`config.mk`:
```
export PLATFORM = sky130hd
export DESIGN_NAME = masked_irq_level_enc
export DESIGN_NICKNAME = d
export VERILOG_FILES = /design/src/rtl/irl_pkg.sv /design/src/rtl/irl_sync.sv /design/src/rtl/irl_prio_enc.sv /design/src/rtl/irl_regs.sv /design/src/rtl/masked_irq_level_enc.sv
export SDC_FILE = /design/constraint.sdc
export NUM_CORES = 1
export LEC_CHECK = 0
export BUFFER_PORTS_ARGS = -buffer_cell sky130_fd_sc_hd__buf_2
export CORE_ASPECT_RATIO = 1.4
export CORE_MARGIN = 1
export CORE_UTILIZATION = 45
export CTS_CLUSTER_DIAMETER = 40
export DETAILED_ROUTE_END_ITERATION = 10
export GPL_ROUTABILITY_DRIVEN = 0
export HOLD_SLACK_MARGIN = 0.12
export PLACE_DENSITY = 0.7
export SLEW_MARGIN = 10
export SYNTH_ARGS = -nofsm -noshare
export SYNTH_HDL_FRONTEND = slang
export SYNTH_HIERARCHICAL = 1
export SYNTH_SLANG_ARGS = --single-unit
```
`constraint.sdc`:
```
create_clock -name clk -period 1.42 [get_ports clk]
set_input_delay 0.071 -clock clk [delete_from_list [all_inputs] [get_ports clk]]
set_output_delay 0.071 -clock clk [all_outputs]
set_load 0.1 [all_outputs]
```
`src/rtl/irl_pkg.sv`:
```
package irl_pkg;

    localparam int unsigned NUM_SRC    = 13;
    localparam int unsigned DATA_W     = 16;
    localparam int unsigned ADDR_W     = 6;
    localparam int unsigned LEVEL_W    = 4;
    localparam int unsigned SYNC_DEPTH = 2;

    localparam logic [LEVEL_W-1:0] IDLE_CODE = {LEVEL_W{1'b1}};

    localparam logic [ADDR_W-1:0] OFS_MASK = 6'h00;
    localparam logic [ADDR_W-1:0] OFS_PWR  = 6'h30;
    localparam logic [ADDR_W-1:0] OFS_VER  = 6'h32;
    localparam logic [ADDR_W-1:0] OFS_PORT = 6'h36;

    localparam logic [DATA_W-1:0] VERSION_WORD = 16'h0010;

    typedef enum logic {
        PWR_RUN   = 1'b0,
        PWR_PULSE = 1'b1
    } pwr_state_e;

    // Pending-word position of the source with priority code k.
    function automatic int unsigned src_bit(input int unsigned k);
        unique case (k)
            0:       return 11;
            1:       return 9;
            2:       return 8;
            3:       return 12;
            4:       return 10;
            5:       return 6;
            6:       return 5;
            7:       return 4;
            8:       return 7;
            9:       return 14;
            10:      return 13;
            11:      return 0;
            default: return 15;
        endcase
    endfunction

endpackage

```
`src/rtl/irl_sync.sv`:
```
module irl_sync #(
    parameter int unsigned WIDTH  = 13,
    parameter int unsigned STAGES = 2
) (
    input  logic             clk,
    input  logic             rst_n,
    input  logic [WIDTH-1:0] async_i,
    output logic [WIDTH-1:0] sync_o
);

    logic [WIDTH-1:0] stage_q [STAGES];

    for (genvar s = 0; s < STAGES; s++) begin : g_stage
        always_ff @(posedge clk) begin
            if (!rst_n) begin
                stage_q[s] <= '0;
            end else if (s == 0) begin
                stage_q[s] <= async_i;
            end else begin
                stage_q[s] <= stage_q[(s == 0) ? 0 : s - 1];
            end
        end
    end

    assign sync_o = stage_q[STAGES-1];

endmodule

```
`src/rtl/irl_prio_enc.sv`:
```
module irl_prio_enc
    import irl_pkg::*;
(
    input  logic               clk,
    input  logic               rst_n,
    input  logic [NUM_SRC-1:0] src_lvl_i,
    input  logic [DATA_W-1:0]  mask_i,
    output logic [LEVEL_W-1:0] level_o
);

    logic [DATA_W-1:0]  pend_w;
    logic [DATA_W-1:0]  armed_w;
    logic [LEVEL_W-1:0] win_code;

    // Scatter synchronized sources onto their fixed pending positions.
    always_comb begin
        pend_w = '0;
        for (int k = 0; k < NUM_SRC; k++) begin
            pend_w[src_bit(k)] = src_lvl_i[k];
        end
    end

    assign armed_w = pend_w & mask_i;

    // Scan from the highest code down so that the lowest armed code remains.
    always_comb begin
        win_code = IDLE_CODE;
        for (int k = NUM_SRC - 1; k >= 0; k--) begin
            if (armed_w[src_bit(k)]) begin
                win_code = LEVEL_W'(k);
            end
        end
    end

    always_ff @(posedge clk) begin
        if (!rst_n) begin
            level_o <= '0;
        end else begin
            level_o <= win_code ^ IDLE_CODE;
        end
    end

    // nothing armed gives an idle level on the next edge
    a_r4_idle_zero: assert property (@(posedge clk) disable iff (!rst_n)
        (armed_w == '0) |=> (level_o == '0));

    // the code-0 source, when armed, always drives the top level
    a_r4_top_wins: assert property (@(posedge clk) disable iff (!rst_n)
        (src_lvl_i[0] && mask_i[11]) |=> (level_o == IDLE_CODE));

    // unused pending positions never contribute
    a_r2_unused_quiet: assert property (@(posedge clk) disable iff (!rst_n)
        (src_lvl_i == '0) |=> (level_o == '0));

endmodule

```
`src/rtl/irl_regs.sv`:
```
module irl_regs
    import irl_pkg::*;
(
    input  logic              clk,
    input  logic              rst_n,
    input  logic              cs_i,
    input  logic              we_i,
    input  logic [ADDR_W-1:0] addr_i,
    input  logic [DATA_W-1:0] wdata_i,
    output logic [DATA_W-1:0] rdata_o,
    output logic              rvalid_o,
    output logic [DATA_W-1:0] mask_o,
    output logic [DATA_W-1:0] port_o,
    output logic              shutdown_o
);

    pwr_state_e        state_q;
    pwr_state_e        state_d;
    logic              wr_en;
    logic              rd_en;
    logic              pwr_req;
    logic [DATA_W-1:0] rd_mux;

    assign wr_en   = cs_i & we_i;
    assign rd_en   = cs_i & ~we_i;
    assign pwr_req = wr_en && (addr_i == OFS_PWR) && wdata_i[0];

    // Power-off state register
    always_ff @(posedge clk) begin
        if (!rst_n) begin
            state_q <= PWR_RUN;
        end else begin
            state_q <= state_d;
        end
    end

    // Next state
    always_comb begin
        state_d = state_q;
        unique case (state_q)
            PWR_RUN:   if (pwr_req) state_d = PWR_PULSE;
            PWR_PULSE: state_d = PWR_RUN;
            default:   state_d = PWR_RUN;
        endcase
    end

    // Outputs of the state machine
    always_comb begin
        shutdown_o = 1'b0;
        unique case (state_q)
            PWR_RUN:   shutdown_o = 1'b0;
            PWR_PULSE: shutdown_o = 1'b1;
            default:   shutdown_o = 1'b0;
        endcase
    end

    // Writable registers
    always_ff @(posedge clk) begin
        if (!rst_n) begin
            mask_o <= '0;
            port_o <= '0;
        end else if (wr_en) begin
            if (addr_i == OFS_MASK) mask_o <= wdata_i;
            if (addr_i == OFS_PORT) port_o <= wdata_i;
        end
    end

    always_comb begin
        unique case (addr_i)
            OFS_MASK: rd_mux = mask_o;
            OFS_PORT: rd_mux = port_o;
            OFS_VER:  rd_mux = VERSION_WORD;
            default:  rd_mux = '0;
        endcase
    end

    always_ff @(posedge clk) begin
        if (!rst_n) begin
            rdata_o  <= '0;
            rvalid_o <= 1'b0;
        end else begin
            rvalid_o <= rd_en;
            rdata_o  <= rd_en ? rd_mux : '0;
        end
    end

    // a mask write lands on the next edge
    a_r6_mask_write: assert property (@(posedge clk) disable iff (!rst_n)
        (wr_en && addr_i == OFS_MASK) |=> (mask_o == $past(wdata_i)));

    // the pulse lasts one cycle
    a_r8_pulse_single: assert property (@(posedge clk) disable iff (!rst_n)
        shutdown_o |=> !shutdown_o);

    // an accepted request produces the pulse
    a_r8_pulse_start: assert property (@(posedge clk) disable iff (!rst_n)
        (pwr_req && !shutdown_o) |=> shutdown_o);

    // the version word is constant
    a_r9_version: assert property (@(posedge clk) disable iff (!rst_n)
        (rd_en && addr_i == OFS_VER) |=> (rvalid_o && rdata_o == VERSION_WORD));

    // read data is valid exactly one cycle after a read
    a_r11_valid_after_read: assert property (@(posedge clk) disable iff (!rst_n)
        rd_en |=> rvalid_o);
    a_r11_idle_quiet: assert property (@(posedge clk) disable iff (!rst_n)
        !rd_en |=> (!rvalid_o && rdata_o == '0));

endmodule

```
`src/rtl/masked_irq_level_enc.sv`:
```
module masked_irq_level_enc
    import irl_pkg::*;
(
    input  logic               clk,
    input  logic               rst_n,
    input  logic [NUM_SRC-1:0] req_i,
    input  logic               cs_i,
    input  logic               we_i,
    input  logic [ADDR_W-1:0]  addr_i,
    input  logic [DATA_W-1:0]  wdata_i,
    output logic [DATA_W-1:0]  rdata_o,
    output logic               rvalid_o,
    output logic [LEVEL_W-1:0] level_o,
    output logic [DATA_W-1:0]  port_o,
    output logic               shutdown_o
);

    logic [NUM_SRC-1:0] src_sync;
    logic [DATA_W-1:0]  mask_q;

    irl_sync #(
        .WIDTH  (NUM_SRC),
        .STAGES (SYNC_DEPTH)
    ) u_sync (
        .clk     (clk),
        .rst_n   (rst_n),
        .async_i (req_i),
        .sync_o  (src_sync)
    );

    irl_regs u_regs (
        .clk        (clk),
        .rst_n      (rst_n),
        .cs_i       (cs_i),
        .we_i       (we_i),
        .addr_i     (addr_i),
        .wdata_i    (wdata_i),
        .rdata_o    (rdata_o),
        .rvalid_o   (rvalid_o),
        .mask_o     (mask_q),
        .port_o     (port_o),
        .shutdown_o (shutdown_o)
    );

    irl_prio_enc u_enc (
        .clk       (clk),
        .rst_n     (rst_n),
        .src_lvl_i (src_sync),
        .mask_i    (mask_q),
        .level_o   (level_o)
    );

    // outputs idle in the cycle after reset
    a_r1_reset_idle: assert property (@(posedge clk)
        !rst_n |=> (level_o == '0 && port_o == '0 && !shutdown_o && !rvalid_o));

endmodule

```
==> out/results.tsv, run 1 <==
stage	metric	value	unit
die	boundaryPins	77	
cts	clk_path_buf_depth	2	
logic_synthesis	yosys.area_share.simple	24.78	%
run	max_cap_violations	0	
min_path	worst_hold_path_type	input port to register	
finish	area_delta_synth_final	32.81	%
cts	path_clk_slew	70	ps
finish	diodes	0	
cts	htree_levels	3	
route	antenna_left	0	
logic_synthesis	synth.distinct_cells	34	
power_and_ir_drop	power.switching	0.9410	mW
timing	clock_skew	4.798	ps
setup_path	r2r_slack	220	ps
power_and_ir_drop	internal_power	3.693	mW
finish	nFillCells	508	
die	row_count	34	
finish	post_route_cells_drive_above_1_share	31.48	%
setup_path	start_kind	register	
cts	cts_root_buf	clkbuf_8	
timing	rsz0062_at_grt	no	
route	wire_per_inst	13.68	um
route	drc	6	
logic_synthesis	netlist_area	3009	um2
cts	cts_made_buffers	9	
logic_synthesis	synth_fa_ha_area_share	0	%
setup_path	worst_setup_path_end_kind	output port	
global_routing	grt_use_met1	21.90	%
route	drt_iter0_markers	176	
finish	nets	447	
global_routing	gr-total-overflow	0	
logic_synthesis	synthArstFlopShare	0	%
global_routing	grt_util_met3	6.033	%
setup_path	timing.rr.end	u_enc/level_o[0]	
status	outcome	complete, but fails checks	
setup_path	arrival	1170	ps
status	violations	design-rule violations	
power_and_ir_drop	swShare	20.30	%
setup_path	reg2reg_from	u_regs/mask_o[7]	
route	vias	2472	
cts	cts_tree	done	
logic_synthesis	synth-main-ff-cell	dfxtp_1	
logic_synthesis	synth_seq_area_share	53.22	%
power_and_ir_drop	leakage	1.781	nW
placed_design	io_buffer_count	76	
timing	timing_hold_violations_final	0	
power_and_ir_drop	clkPwrFrac	43.8	%
global_routing	grt.total_usage	20.07	%
logic_synthesis	synth_area_per_cell	10.03	um2
finish	register_area	1602	um2
timing	maxSlewHeadroom	67.35	%
setup_path	cpLargestDelayFamily	buffers and inverters	
setup_path	path_max_fanout	3	
cts	postCtsSetupRepairBufs	0	
setup_path	slowest_delay	450	ps
finish	final_cell_mix	dfxtp_1 (80), buf_2 (76), nand2_1 (57)	
route	dr.pass1.iters	8	
timing	setup_viol	0	
logic_synthesis	ys_ff_latch	80	
finish	multi_input_area	1262	um2
power_and_ir_drop	p_per_area	1160	nW/um2
global_routing	grtUsageMet2	35.87	%
power_and_ir_drop	seqPwrFrac	49.5	%
die	core	6339	um2
logic_synthesis	synth_edf_count	0	
setup_path	path_class	register to output port	
setup_path	required	1350	ps
cts	numClockSinks	80	
logic_synthesis	muxShareOfSynthArea	10.64	%
route	wl	6633	um
timing	period_needed	1244	ps
logic_synthesis	yosys_warnings	6	
power_and_ir_drop	ir_drop	0.0008228	V
finish	layout_commonest_cell	dfxtp_1	
logic_synthesis	synth_nets	339	
setup_path	cp-endpoint	port_o[5]	
route	viasPerCell	5.097	
power_and_ir_drop	pwr-share-comb	6.7	%
logic_synthesis	synth_compound_area_share	6.528	%
timing	holdWs	161.1	ps
setup_path	worst-path-buf-inv	1	
die	dieArea	7022	um2
timing	slew_violations	0	
setup_path	path_cells	buf_2	
global_routing	grt.busiest_layer	met2	
logic_synthesis	synth_top_family_by_area	simple AND/OR/NAND/NOR gates	
setup_path	path_depth	1	
global_routing	antenna_found_initial	0	
setup_path	critPathLaunch	u_regs/port_o[5]	
timing	fmax	0.8037	GHz
placed_design	hpwl	4562	um
global_routing	grt_pass1_wl	10730	um
timing	fin_crit_sh	87.62	%
timing	finalSetupTns	0	ps
logic_synthesis	synthCells	300	
die	die_w	71.11	um
setup_path	cpMaxStageDelayCell	buf_2	
global_routing	grt_pass1_vias	2413	
cts	clk_latency	340	ps
logic_synthesis	synth_xor_area_share	0	%
die	die_h	98.76	um
global_routing	grt_max_degree	20	
timing	tightest_slew	493.1	ps
die	start_util	47.47	%
setup_path	reg2regPathDepth	4	
## cell families after synthesis
logic type | Yosys count
AO/OA/AOI/OAI | 31
buffers and inverters | 23
flip-flops | 80
multiplexers | 32
AND/OR/NAND/NOR | 134
## layout make-up
class	count	share of cell area, %
Timing Repair Buffer	118	19.54
Clock buffer	11	3.788
Inverter	2	0.1879
Clock inverter	5	2.567
Sequential cell	80	40.08
Tap cell	72	2.254
Multi-Input combinational cell	197	31.59
## synthesized netlist by cell type (2+ instances only)
cell      instances  area, um2
buf_2             4      20.02
a22o_1            2      17.52
nand4_1          31      193.9
a31oi_1           2      12.51
dfxtp_1          80       1602
nor2_1            2      7.510
and2_1            7      43.79
nand3_1           7      35.03
buf_6             5      56.30
clkbuf_1          9      33.78
and2_2           20      150.1
inv_1             2      7.510
nand2_1          57      214.0
buf_1             2      7.510
nor2_2            2      12.51
a22oi_1           3      22.52
a21oi_1          17      85.08
mux2i_1          32      320.3
## stage by stage
step | instances | power, mW | instance area (um2) | util [%] | setup WS (ps)
finish | 485 | 4.634 | 3996 | 63.05 | 175.8
global route | 485 | 4.827 | 3996 | 63.05 | 110.4
CTS | 485 | 4.659 | 3996 | 63.05 | 162.9
detailed placement | 440 | 2.589 | 3452 | 54.46 | 199.3
global placement | 440 | 2.584 | 3452 | 54.46 | 245.4
floorplan | 300 | 2.487 | 3009 | - | 14.22
## sequential cells by signal, summed over array words and instances, names as in the netlist
signal           flops
u_regs/state_q       1
u_regs/mask_o       16
u_regs/rvalid_o      1
u_sync/stage_q      26
u_regs/port_o       16
u_enc/level_o        4
u_regs/rdata_o      16
## worst min-delay path by stage
stage | cells after the start | startpoint | end | slack [ps]
3_3_place_gp | 2 | req_i[2] | u_sync/stage_q[0][2] | 280
6_report | 4 | cs_i | u_regs/rvalid_o | 160
3_5_place_dp | 2 | req_i[2] | u_sync/stage_q[0][2] | 280
4_1_cts | 4 | cs_i | u_regs/rvalid_o | 150
2_1_floorplan | 1 | rst_n | u_enc/level_o[2] | 190
5_1_grt | 4 | cs_i | u_regs/rvalid_o | 160
## per-layer routing
| layer | wire length, um | up-vias |
|---|---|---|
| li1 | - | 1265 |
| met1 | 2750 | 1112 |
| met2 | 3484 | 87 |
| met3 | 313 | 8 |
| met4 | 84 | 0 |
| met5 | 0 | - |
## what timing repair did
item / in CTS / in global routing
hold endpoints to repair: 46 / 0
gates resized for setup: 0 / 0
hold buffers: 29 / 0
## power groups by stage
stage	Clock (mW)	Sequential, mW	Combinational (mW)
global placement	0	2.34	0.240
floorplan	0	2.36	0.128
finish	2.03	2.29	0.311
global route	2.20	2.30	0.335
detailed placement	0	2.34	0.244
CTS	2.06	2.29	0.306
(Power assumes the default switching activity.)
==> inputs of run 2 (changes only) <==
--- a/config.mk
+++ b/config.mk
@@ -5,15 +5,16 @@
 export SDC_FILE = /design/constraint.sdc
 export NUM_CORES = 1
 export LEC_CHECK = 0
+export ABC_AREA = 1
 export BUFFER_PORTS_ARGS = -buffer_cell sky130_fd_sc_hd__buf_2
 export CORE_ASPECT_RATIO = 1.4
 export CORE_MARGIN = 1
-export CORE_UTILIZATION = 45
+export CORE_UTILIZATION = 53
 export CTS_CLUSTER_DIAMETER = 40
 export DETAILED_ROUTE_END_ITERATION = 10
 export GPL_ROUTABILITY_DRIVEN = 0
 export HOLD_SLACK_MARGIN = 0.12
-export PLACE_DENSITY = 0.7
+export PLACE_DENSITY = 0.79
 export SLEW_MARGIN = 10
 export SYNTH_ARGS = -nofsm -noshare
 export SYNTH_HDL_FRONTEND = slang
==> run 2 against run 1 <==
  * Critical endpoint is now u_regs/rdata_o[4]
  * Sequential cell count unchanged
  * Cell area increased by 5.2%
  * Largest power group unchanged
  * Fmax decreased by 13%
  * The flow finishes with violations (negative setup slack)
==> out/results.tsv, run 2 <==
stage	metric	value	unit	change
finish	post_route_cells_drive_above_1_share	21.07	%	was 31.48%
power_and_ir_drop	ir_drop	0.0007135	V	was 0.0008228 V
setup_path	path_class	input port to register		was register to output port
logic_synthesis	synth-main-ff-cell	dfxtp_1		unchanged
global_routing	antenna_found_initial	0		unchanged
logic_synthesis	ys_ff_latch	80		unchanged
timing	tightest_slew	532.4	ps	was 493.1 ps
logic_synthesis	synth_nets	489		was 339
placed_design	preCtsSetupSlack	269.5	ps	was 199.3 ps
logic_synthesis	synth_area_leaders	dfxtp_1 (49%), nand2_1 (14%), inv_1 (9.5%)		was dfxtp_1 (53%), mux2i_1 (11%), nand2_1 (7.1%)
finish	top_register	u_sync/stage_q		unchanged
cts	postCtsSetupRepairBufs	0		unchanged
min_path	whs_path_depth	6		was 4
die	die_h	94.75	um	was 98.76 um
setup_path	timing.rr.end	u_regs/rdata_o[4]		was u_enc/level_o[0]
global_routing	grt.total_usage	24.51	%	was 20.07%
logic_synthesis	synth_top_cell_by_area	dfxtp_1		unchanged
finish	final_cell_mix	nand2_1 (121), inv_1 (82), dfxtp_1 (80)		was dfxtp_1 (80), buf_2 (76), nand2_1 (57)
min_path	worst_hold_path_type	input port to register		unchanged
timing	fmax	0.7025	GHz	was 0.8037 GHz
global_routing	grtUsageMet2	41.91	%	was 35.87%
power_and_ir_drop	pwr-share-comb	8.3	%	was 6.7%
setup_path	slowest_delay	590	ps	was 450 ps
route	vias	3010		was 2472
logic_synthesis	synthArstFlopShare	0	%	unchanged
finish	nFillCells	482		was 508
timing	timing_hold_violations_final	0		unchanged
placed_design	place_inst	580		was 440
placed_design	io_buffer_count	76		unchanged
timing	maxSlewHeadroom	64.47	%	was 67.35%
logic_synthesis	synth_xor_area_share	0	%	unchanged
setup_path	reg2reg_from	u_regs/port_o[4]		was u_regs/mask_o[7]
finish	area_delta_synth_final	29.08	%	was 32.81%
route	drt_iter0_markers	339		was 176
finish	largest_register_ffs	26		unchanged
route	dr.pass1.iters	5		was 8
cts	clk_latency	350	ps	was 340 ps
route	viasPerCell	4.778		was 5.097
power_and_ir_drop	leakage	2.178	nW	was 1.781 nW
timing	setup_viol	1		was 0
logic_synthesis	synth_area_per_cell	7.237	um2	was 10.03 um2
setup_path	required	1690	ps	was 1350 ps
cts	cts_tree	done		unchanged
die	core	5904	um2	was 6339 um2
route	drc	0		was 6
setup_path	reg2regPathDepth	5		was 4
route	wire_per_inst	11.38	um	was 13.68 um
logic_synthesis	yosys.area_share.simple	32.96	%	was 24.78%
setup_path	cpMaxStageDelayCell	dlygate4sd3_1		was buf_2
cts	htree_levels	3		unchanged
logic_synthesis	synth.distinct_cells	23		was 34
cts	cts_root_buf	clkbuf_8		unchanged
global_routing	grt_pass1_vias	2773		was 2413
timing	clock_skew	7.125	ps	was 4.798 ps
power_and_ir_drop	power.switching	1.081	mW	was 0.9410 mW
setup_path	path_max_fanout	3		unchanged
logic_synthesis	synth_top_family_by_area	simple AND/OR/NAND/NOR gates		unchanged
setup_path	start_kind	input port		was register
setup_path	cpMostUsedCell	dlygate4sd3_1		
timing	finalSetupTns	-3.455	ps	was 0 ps
logic_synthesis	synthCells	450		was 300
power_and_ir_drop	internal_power	3.134	mW	was 3.693 mW
logic_synthesis	netlist_area	3257	um2	was 3009 um2
cts	path_clk_slew	80	ps	was 70 ps
power_and_ir_drop	p_per_area	1002	nW/um2	was 1160 nW/um2
timing	setup_ws	-3.455	ps	was 175.8 ps
logic_synthesis	synth_common_cells	nand2_1 (122), inv_1 (82), dfxtp_1 (80), nor2_1 (55), nand3_1 (32)		was dfxtp_1 (80), nand2_1 (57), mux2i_1 (32), nand4_1 (31), and2_2 (20)
cts	cts_made_buffers	9		unchanged
logic_synthesis	synth_fa_ha_area_share	0	%	unchanged
finish	layout_commonest_cell	nand2_1		was dfxtp_1
status	outcome	complete, but fails checks		unchanged
finish	nets	594		was 447
die	row_count	33		was 34
finish	diodes	0		unchanged
finish	post-route-util	71.20	%	was 63.05%
status	violations	negative setup slack		was design-rule violations
global_routing	gr-total-overflow	0		unchanged
die	start_util	55.16	%	was 47.47%
global_routing	grt.busiest_layer	met2		unchanged
timing	holdWs	147.1	ps	was 161.1 ps
placed_design	hpwl	4481	um	was 4562 um
cts	clk_path_buf_depth	2		unchanged
cts	numClockSinks	80		unchanged
setup_path	arrival	1700	ps	was 1170 ps
logic_synthesis	synth_edf_count	0		unchanged
finish	stdcell_count	630		was 485
global_routing	grt_util_met3	5.797	%	was 6.033%
min_path	min-delay-start	addr_i[1]		was cs_i
setup_path	path_cells	buf_2 > dlygate4sd3_1 > nand2_1 > nand3_1 > dlygate4sd3_1 > a21oi_1		was buf_2
logic_synthesis	synth.most_common_cell	nand2_1		was dfxtp_1
global_routing	grt_use_met1	28.04	%	was 21.90%
timing	period_needed	1423	ps	was 1244 ps
logic_synthesis	synth.top_cell.area_share	49.17	%	was 53.22%
power_and_ir_drop	seqPwrFrac	54.4	%	was 49.5%
power_and_ir_drop	clkPwrFrac	37.3	%	was 43.8%
setup_path	worst_setup_path_end_kind	register		was output port
die	boundaryPins	77		unchanged
route	wl	7167	um	was 6633 um
route	antenna_left	0		unchanged
global_routing	grt_max_degree	61		was 20
logic_synthesis	synth_seq_area_share	49.17	%	was 53.22%
timing	rsz0062_at_grt	no		unchanged
timing	fin_crit_sh	100.2	%	was 87.62%
global_routing	grt_pass1_wl	11780	um	was 10730 um
die	die_w	68.25	um	was 71.11 um
setup_path	r2r_slack	-3	ps	was 220 ps
logic_synthesis	synth_compound_area_share	3.611	%	was 6.528%
min_path	min_to	u_regs/rdata_o[1]		was u_regs/rvalid_o
die	dieArea	6467	um2	was 7022 um2
logic_synthesis	muxShareOfSynthArea	0	%	was 10.64%
run	max_cap_violations	0		unchanged
timing	slew_violations	0		unchanged
logic_synthesis	yosys_warnings	6		unchanged
power_and_ir_drop	swShare	25.64	%	was 20.30%
## run 2: per-layer routing
metal | share of wire [%] | vias to the layer above
met5 | 0 | -
met4 | 1.4 | 0
met3 | 4.7 | 8
met2 | 53 | 96
met1 | 41 | 1348
li1 | - | 1558
## run 2: timing repair
item                                    in CTS  in global routing
resized for setup                            0                  2
endpoints found under the setup margin       0                  5
hold buffers                                34                  0
hold endpoints to repair                    49                  0
## run 2: cell families (layout without fill, tap and decap cells)
group | after synthesis | in the layout
AOI/OAI and AO/OA | 22 | 22
DFF | 80 | 80
buffers and inverters | 105 | 215
and+or+nand+nor | 243 | 243
## run 2: power groups by stage
stage                     logic (mW)  clock network [mW]  registers [mW]
after floorplan                0.158                   0            2.37
after global placement         0.271                   0            2.35
after detailed placement       0.274                   0            2.35
after CTS                      0.342                1.58            2.29
after global routing           0.387                1.69            2.30
final                          0.350                1.57            2.29
## run 2: per-stage QoR
stage / total power, mW / instance area (um2)
6_report: 4.214 / 4204
5_1_grt: 4.371 / 4204
4_1_cts: 4.219 / 4195
3_5_place_dp: 2.621 / 3667
3_3_place_gp: 2.617 / 3667
2_1_floorplan: 2.527 / 3257
## run 2: final cells by class
cell class,instances,area (um2),area share (%)
clock inverters,6,50.05,1.190
clock buffers,10,137.6,3.274
well taps,70,87.58,2.083
multi-input cells,265,1200,28.54
inverters,83,311.5,7.411
flip-flops and latches,80,1602,38.10
repair buffers,116,815.8,19.40
## run 2: worst max-delay path: cells and delay by family
kind | cells | cell delay, ps
and+or+nand+nor | 2 | 190
buffers and inverters | 3 | 1260
AOI/OAI and AO/OA | 1 | 180
## run 2: how the worst max path moves through the flow
stage / from / end / slack, ps / depth (start not counted)
2_1_floorplan: u_regs/port_o[4] / u_regs/rdata_o[4] / 20 / 4
3_3_place_gp: addr_i[2] / u_regs/rdata_o[15] / 310 / 6
3_5_place_dp: addr_i[0] / u_regs/port_o[12] / 270 / 8
4_1_cts: we_i / u_regs/state_q / 30 / 5
5_1_grt: we_i / u_regs/state_q / 0.1 / 5
6_report: addr_i[2] / u_regs/rdata_o[4] / -3 / 6
==> inputs of run 3 (changes only) <==
--- a/config.mk
+++ b/config.mk
@@ -9,12 +9,13 @@
 export BUFFER_PORTS_ARGS = -buffer_cell sky130_fd_sc_hd__buf_2
 export CORE_ASPECT_RATIO = 1.4
 export CORE_MARGIN = 1
-export CORE_UTILIZATION = 53
+export CORE_UTILIZATION = 55
 export CTS_CLUSTER_DIAMETER = 40
 export DETAILED_ROUTE_END_ITERATION = 10
 export GPL_ROUTABILITY_DRIVEN = 0
 export HOLD_SLACK_MARGIN = 0.12
-export PLACE_DENSITY = 0.79
+export PLACE_DENSITY = 0.81
+export SKIP_LAST_GASP = 1
 export SLEW_MARGIN = 10
 export SYNTH_ARGS = -nofsm -noshare
 export SYNTH_HDL_FRONTEND = slang
==> constraint.sdc (replaced) <==
create_clock -name clk -period 1.8 [get_ports clk]
set_input_delay 0.09 -clock clk [delete_from_list [all_inputs] [get_ports clk]]
set_output_delay 0.09 -clock clk [all_outputs]
set_load 0.1 [all_outputs]
==> run 3 against run 2 <==
  * The run now ends clean
  * Count of clock-buffer cells in the layout did not move
  * Largest power group unchanged
  * Clock power down 6%
  * Via count is 0.70% higher
  * Cell area is 0.36% lower
  * Cell count shrank 0.48%
  * Register-to-register slack improved by 470 ps
  * Setup slack gained 270 ps
  * Combinational power down 23%
  * Sequential power down 21%
  * Non-clock buffer count is 1 lower
  * First-iteration DRC count shrank 29%
  * Die area decreased by 3.5%
==> out/results.tsv, run 3 (same netlist as run 2, synthesis figures left out) <==
stage	metric	value	unit	change
status	outcome	completed		was complete, but fails checks
route	drt_iter0_markers	242		was 339
route	wl	7379	um	was 7167 um
timing	finalSetupTns	0	ps	was -3.455 ps
min_path	worst_hold_path_type	input port to register		unchanged
power_and_ir_drop	leakage	2.179	nW	was 2.178 nW
timing	clock_skew	5.399	ps	was 7.125 ps
min_path	min-delay-start	addr_i[3]		was addr_i[1]
setup_path	reg2regPathDepth	5		unchanged
route	drc	0		unchanged
finish	layout_commonest_cell	nand2_1		unchanged
finish	largest_register_ffs	26		unchanged
setup_path	worst_setup_path_end_kind	register		unchanged
die	die_h	93.05	um	was 94.75 um
global_routing	grt_pass1_wl	11840	um	was 11780 um
route	vias	3031		was 3010
setup_path	required	2100	ps	was 1690 ps
die	boundaryPins	77		unchanged
finish	area_delta_synth_final	28.62	%	was 29.08%
power_and_ir_drop	p_per_area	847.9	nW/um2	was 1002 nW/um2
die	core	5605	um2	was 5904 um2
timing	period_needed	1534	ps	
die	dieArea	6238	um2	was 6467 um2
timing	tightest_slew	517.6	ps	was 532.4 ps
finish	final_cell_mix	nand2_1 (122), inv_1 (82), dfxtp_1 (80)		was nand2_1 (121), inv_1 (82), dfxtp_1 (80)
die	row_count	32		was 33
cts	postCtsSetupRepairBufs	0		unchanged
setup_path	cpMostUsedCell	dlygate4sd3_1		unchanged
route	wire_per_inst	11.77	um	was 11.38 um
setup_path	cpLargestDelayFamily	buffers and inverters		unchanged
timing	maxSlewHeadroom	65.46	%	was 64.47%
run	max_cap_violations	0		unchanged
setup_path	timing.rr.end	u_regs/rdata_o[4]		unchanged
finish	diodes	0		unchanged
die	die_w	67.04	um	was 68.25 um
finish	top_register	u_sync/stage_q		unchanged
timing	rsz0062_at_grt	no		unchanged
global_routing	gr-total-overflow	0		unchanged
setup_path	reg2reg_from	u_regs/port_o[4]		unchanged
timing	setup_viol	0		was 1
timing	timing_hold_violations_final	0		unchanged
min_path	min_to	u_regs/port_o[1]		was u_regs/rdata_o[1]
setup_path	worst-path-buf-inv	3		unchanged
finish	post-route-util	74.73	%	was 71.20%
cts	clk_path_buf_depth	2		unchanged
cts	htree_levels	3		unchanged
setup_path	path_cells	dlygate4sd3_1 > buf_2 > nor2_2 > nand2_2 > nor4_1 > dlygate4sd3_1		was buf_2 > dlygate4sd3_1 > nand2_1 > nand3_1 > dlygate4sd3_1 > a21oi_1
cts	cts_made_buffers	9		unchanged
global_routing	grt_max_degree	61		unchanged
timing	setup_ws	266.2	ps	was -3.455 ps
placed_design	preCtsSetupSlack	559.7	ps	was 269.5 ps
timing	slew_violations	0		unchanged
setup_path	arrival	1830	ps	was 1700 ps
timing	fin_crit_sh	85.21	%	
route	dr.pass1.iters	6		was 5
global_routing	grt_pass1_vias	2773		unchanged
cts	cts_root_buf	clkbuf_8		unchanged
setup_path	cpMaxStageDelayCell	dlygate4sd3_1		unchanged
placed_design	placed_area	3620	um2	was 3667 um2
cts	numClockSinks	80		unchanged
timing	fmax	0.6520	GHz	
route	viasPerCell	4.834		was 4.778
placed_design	io_buffer_count	76		unchanged
finish	nets	593		was 594
setup_path	path_max_fanout	3		unchanged
global_routing	antenna_found_initial	0		unchanged
placed_design	hpwl	4418	um	was 4481 um
finish	fin_area	4189	um2	was 4204 um2
route	antenna_left	0		unchanged
cts	clk_latency	350	ps	about the same
min_path	whs_path_depth	5		was 6
cts	cts_tree	done		unchanged
global_routing	grt.total_usage	25.35	%	was 24.51%
setup_path	start_kind	input port		unchanged
power_and_ir_drop	ir_drop	0.0006874	V	was 0.0007135 V
setup_path	r2r_slack	470	ps	was -3 ps
finish	post_route_cells_drive_above_1_share	20.57	%	was 21.07%
setup_path	slowest_delay	580	ps	was 590 ps
cts	path_clk_slew	80	ps	about the same
setup_path	path_class	input port to register		unchanged
die	start_util	58.10	%	was 55.16%
[run 3: changes by cell type in the layout (fill, tap and decap cells not counted)]
cell / previous run / this run
clkinv_4: 2 / 0
buf_12: 4 / 1
nor4_1: 0 / 1
bufinv_16: 0 / 2
clkinvlp_4: 2 / 3
inv_6: 2 / 1
buf_4: 2 / 4
nand2_1: 121 / 122
nand2_2: 9 / 8
nor4_2: 1 / 0
[run 3: how the worst max path moves through the flow]
stage                      startpoint           endpoint  slack [ps]  cells past startpoint
floorplan            u_regs/port_o[4]  u_regs/rdata_o[4]         400                      4
global placement    u_regs/mask_o[15]   u_enc/level_o[0]         600                     14
detailed placement  u_regs/mask_o[15]   u_enc/level_o[0]         560                     14
CTS                         addr_i[2]     u_regs/state_q         320                      6
global route                addr_i[2]     u_regs/state_q         190                      6
finish                      addr_i[2]     u_regs/state_q         270                      6
[run 3: layout make-up]
cell class / count / area [um2]
clock buffer: 10 / 137.6
timing repair buffer: 115 / 770.7
fill: 408 / 1416
inverter: 83 / 311.5
sequential: 80 / 1602
multi-input combinational: 265 / 1191
clock inverter: 6 / 91.34
tap: 68 / 85.08
[run 3: metrics by stage]
stage               power [mW]  cells  hold slack, ps
CTS                      3.564    627           148.4
global route             3.692    627           181.2
finish                   3.552    627           157.8
detailed placement       2.061    577           273.4
global placement         2.056    577           270.9
floorplan                1.994    450           169.1
[run 3: power breakdown]
part	switching (mW)	total, mW	internal [mW]	leakage, nW
Sequential	0.0107	1.81	1.80	0.650
Combinational	0.155	0.270	0.115	1.42
Clock	0.650	1.47	0.823	0.105
Total	0.815	3.55	2.74	2.18
[run 3: what timing repair did]
action,in CTS,in global routing
resized for setup,0,0
hold buffers,34,0
hold endpoints to repair,48,0
[run 3: metal layers]
metal,routed length (um),global-route usage (%),up-vias
met3,364,5.488,16
li1,-,-,1561
met5,0,0,-
met2,3984,44.00,101
met1,2866,27.55,1353
met4,163,14.18,0
[run 3: tightest hold or removal path, cell delays in order]
cell and delay, ps:
buf_2 130, nor2_4 70, nand4_1 80, nand2_1 40, nor2_1 70
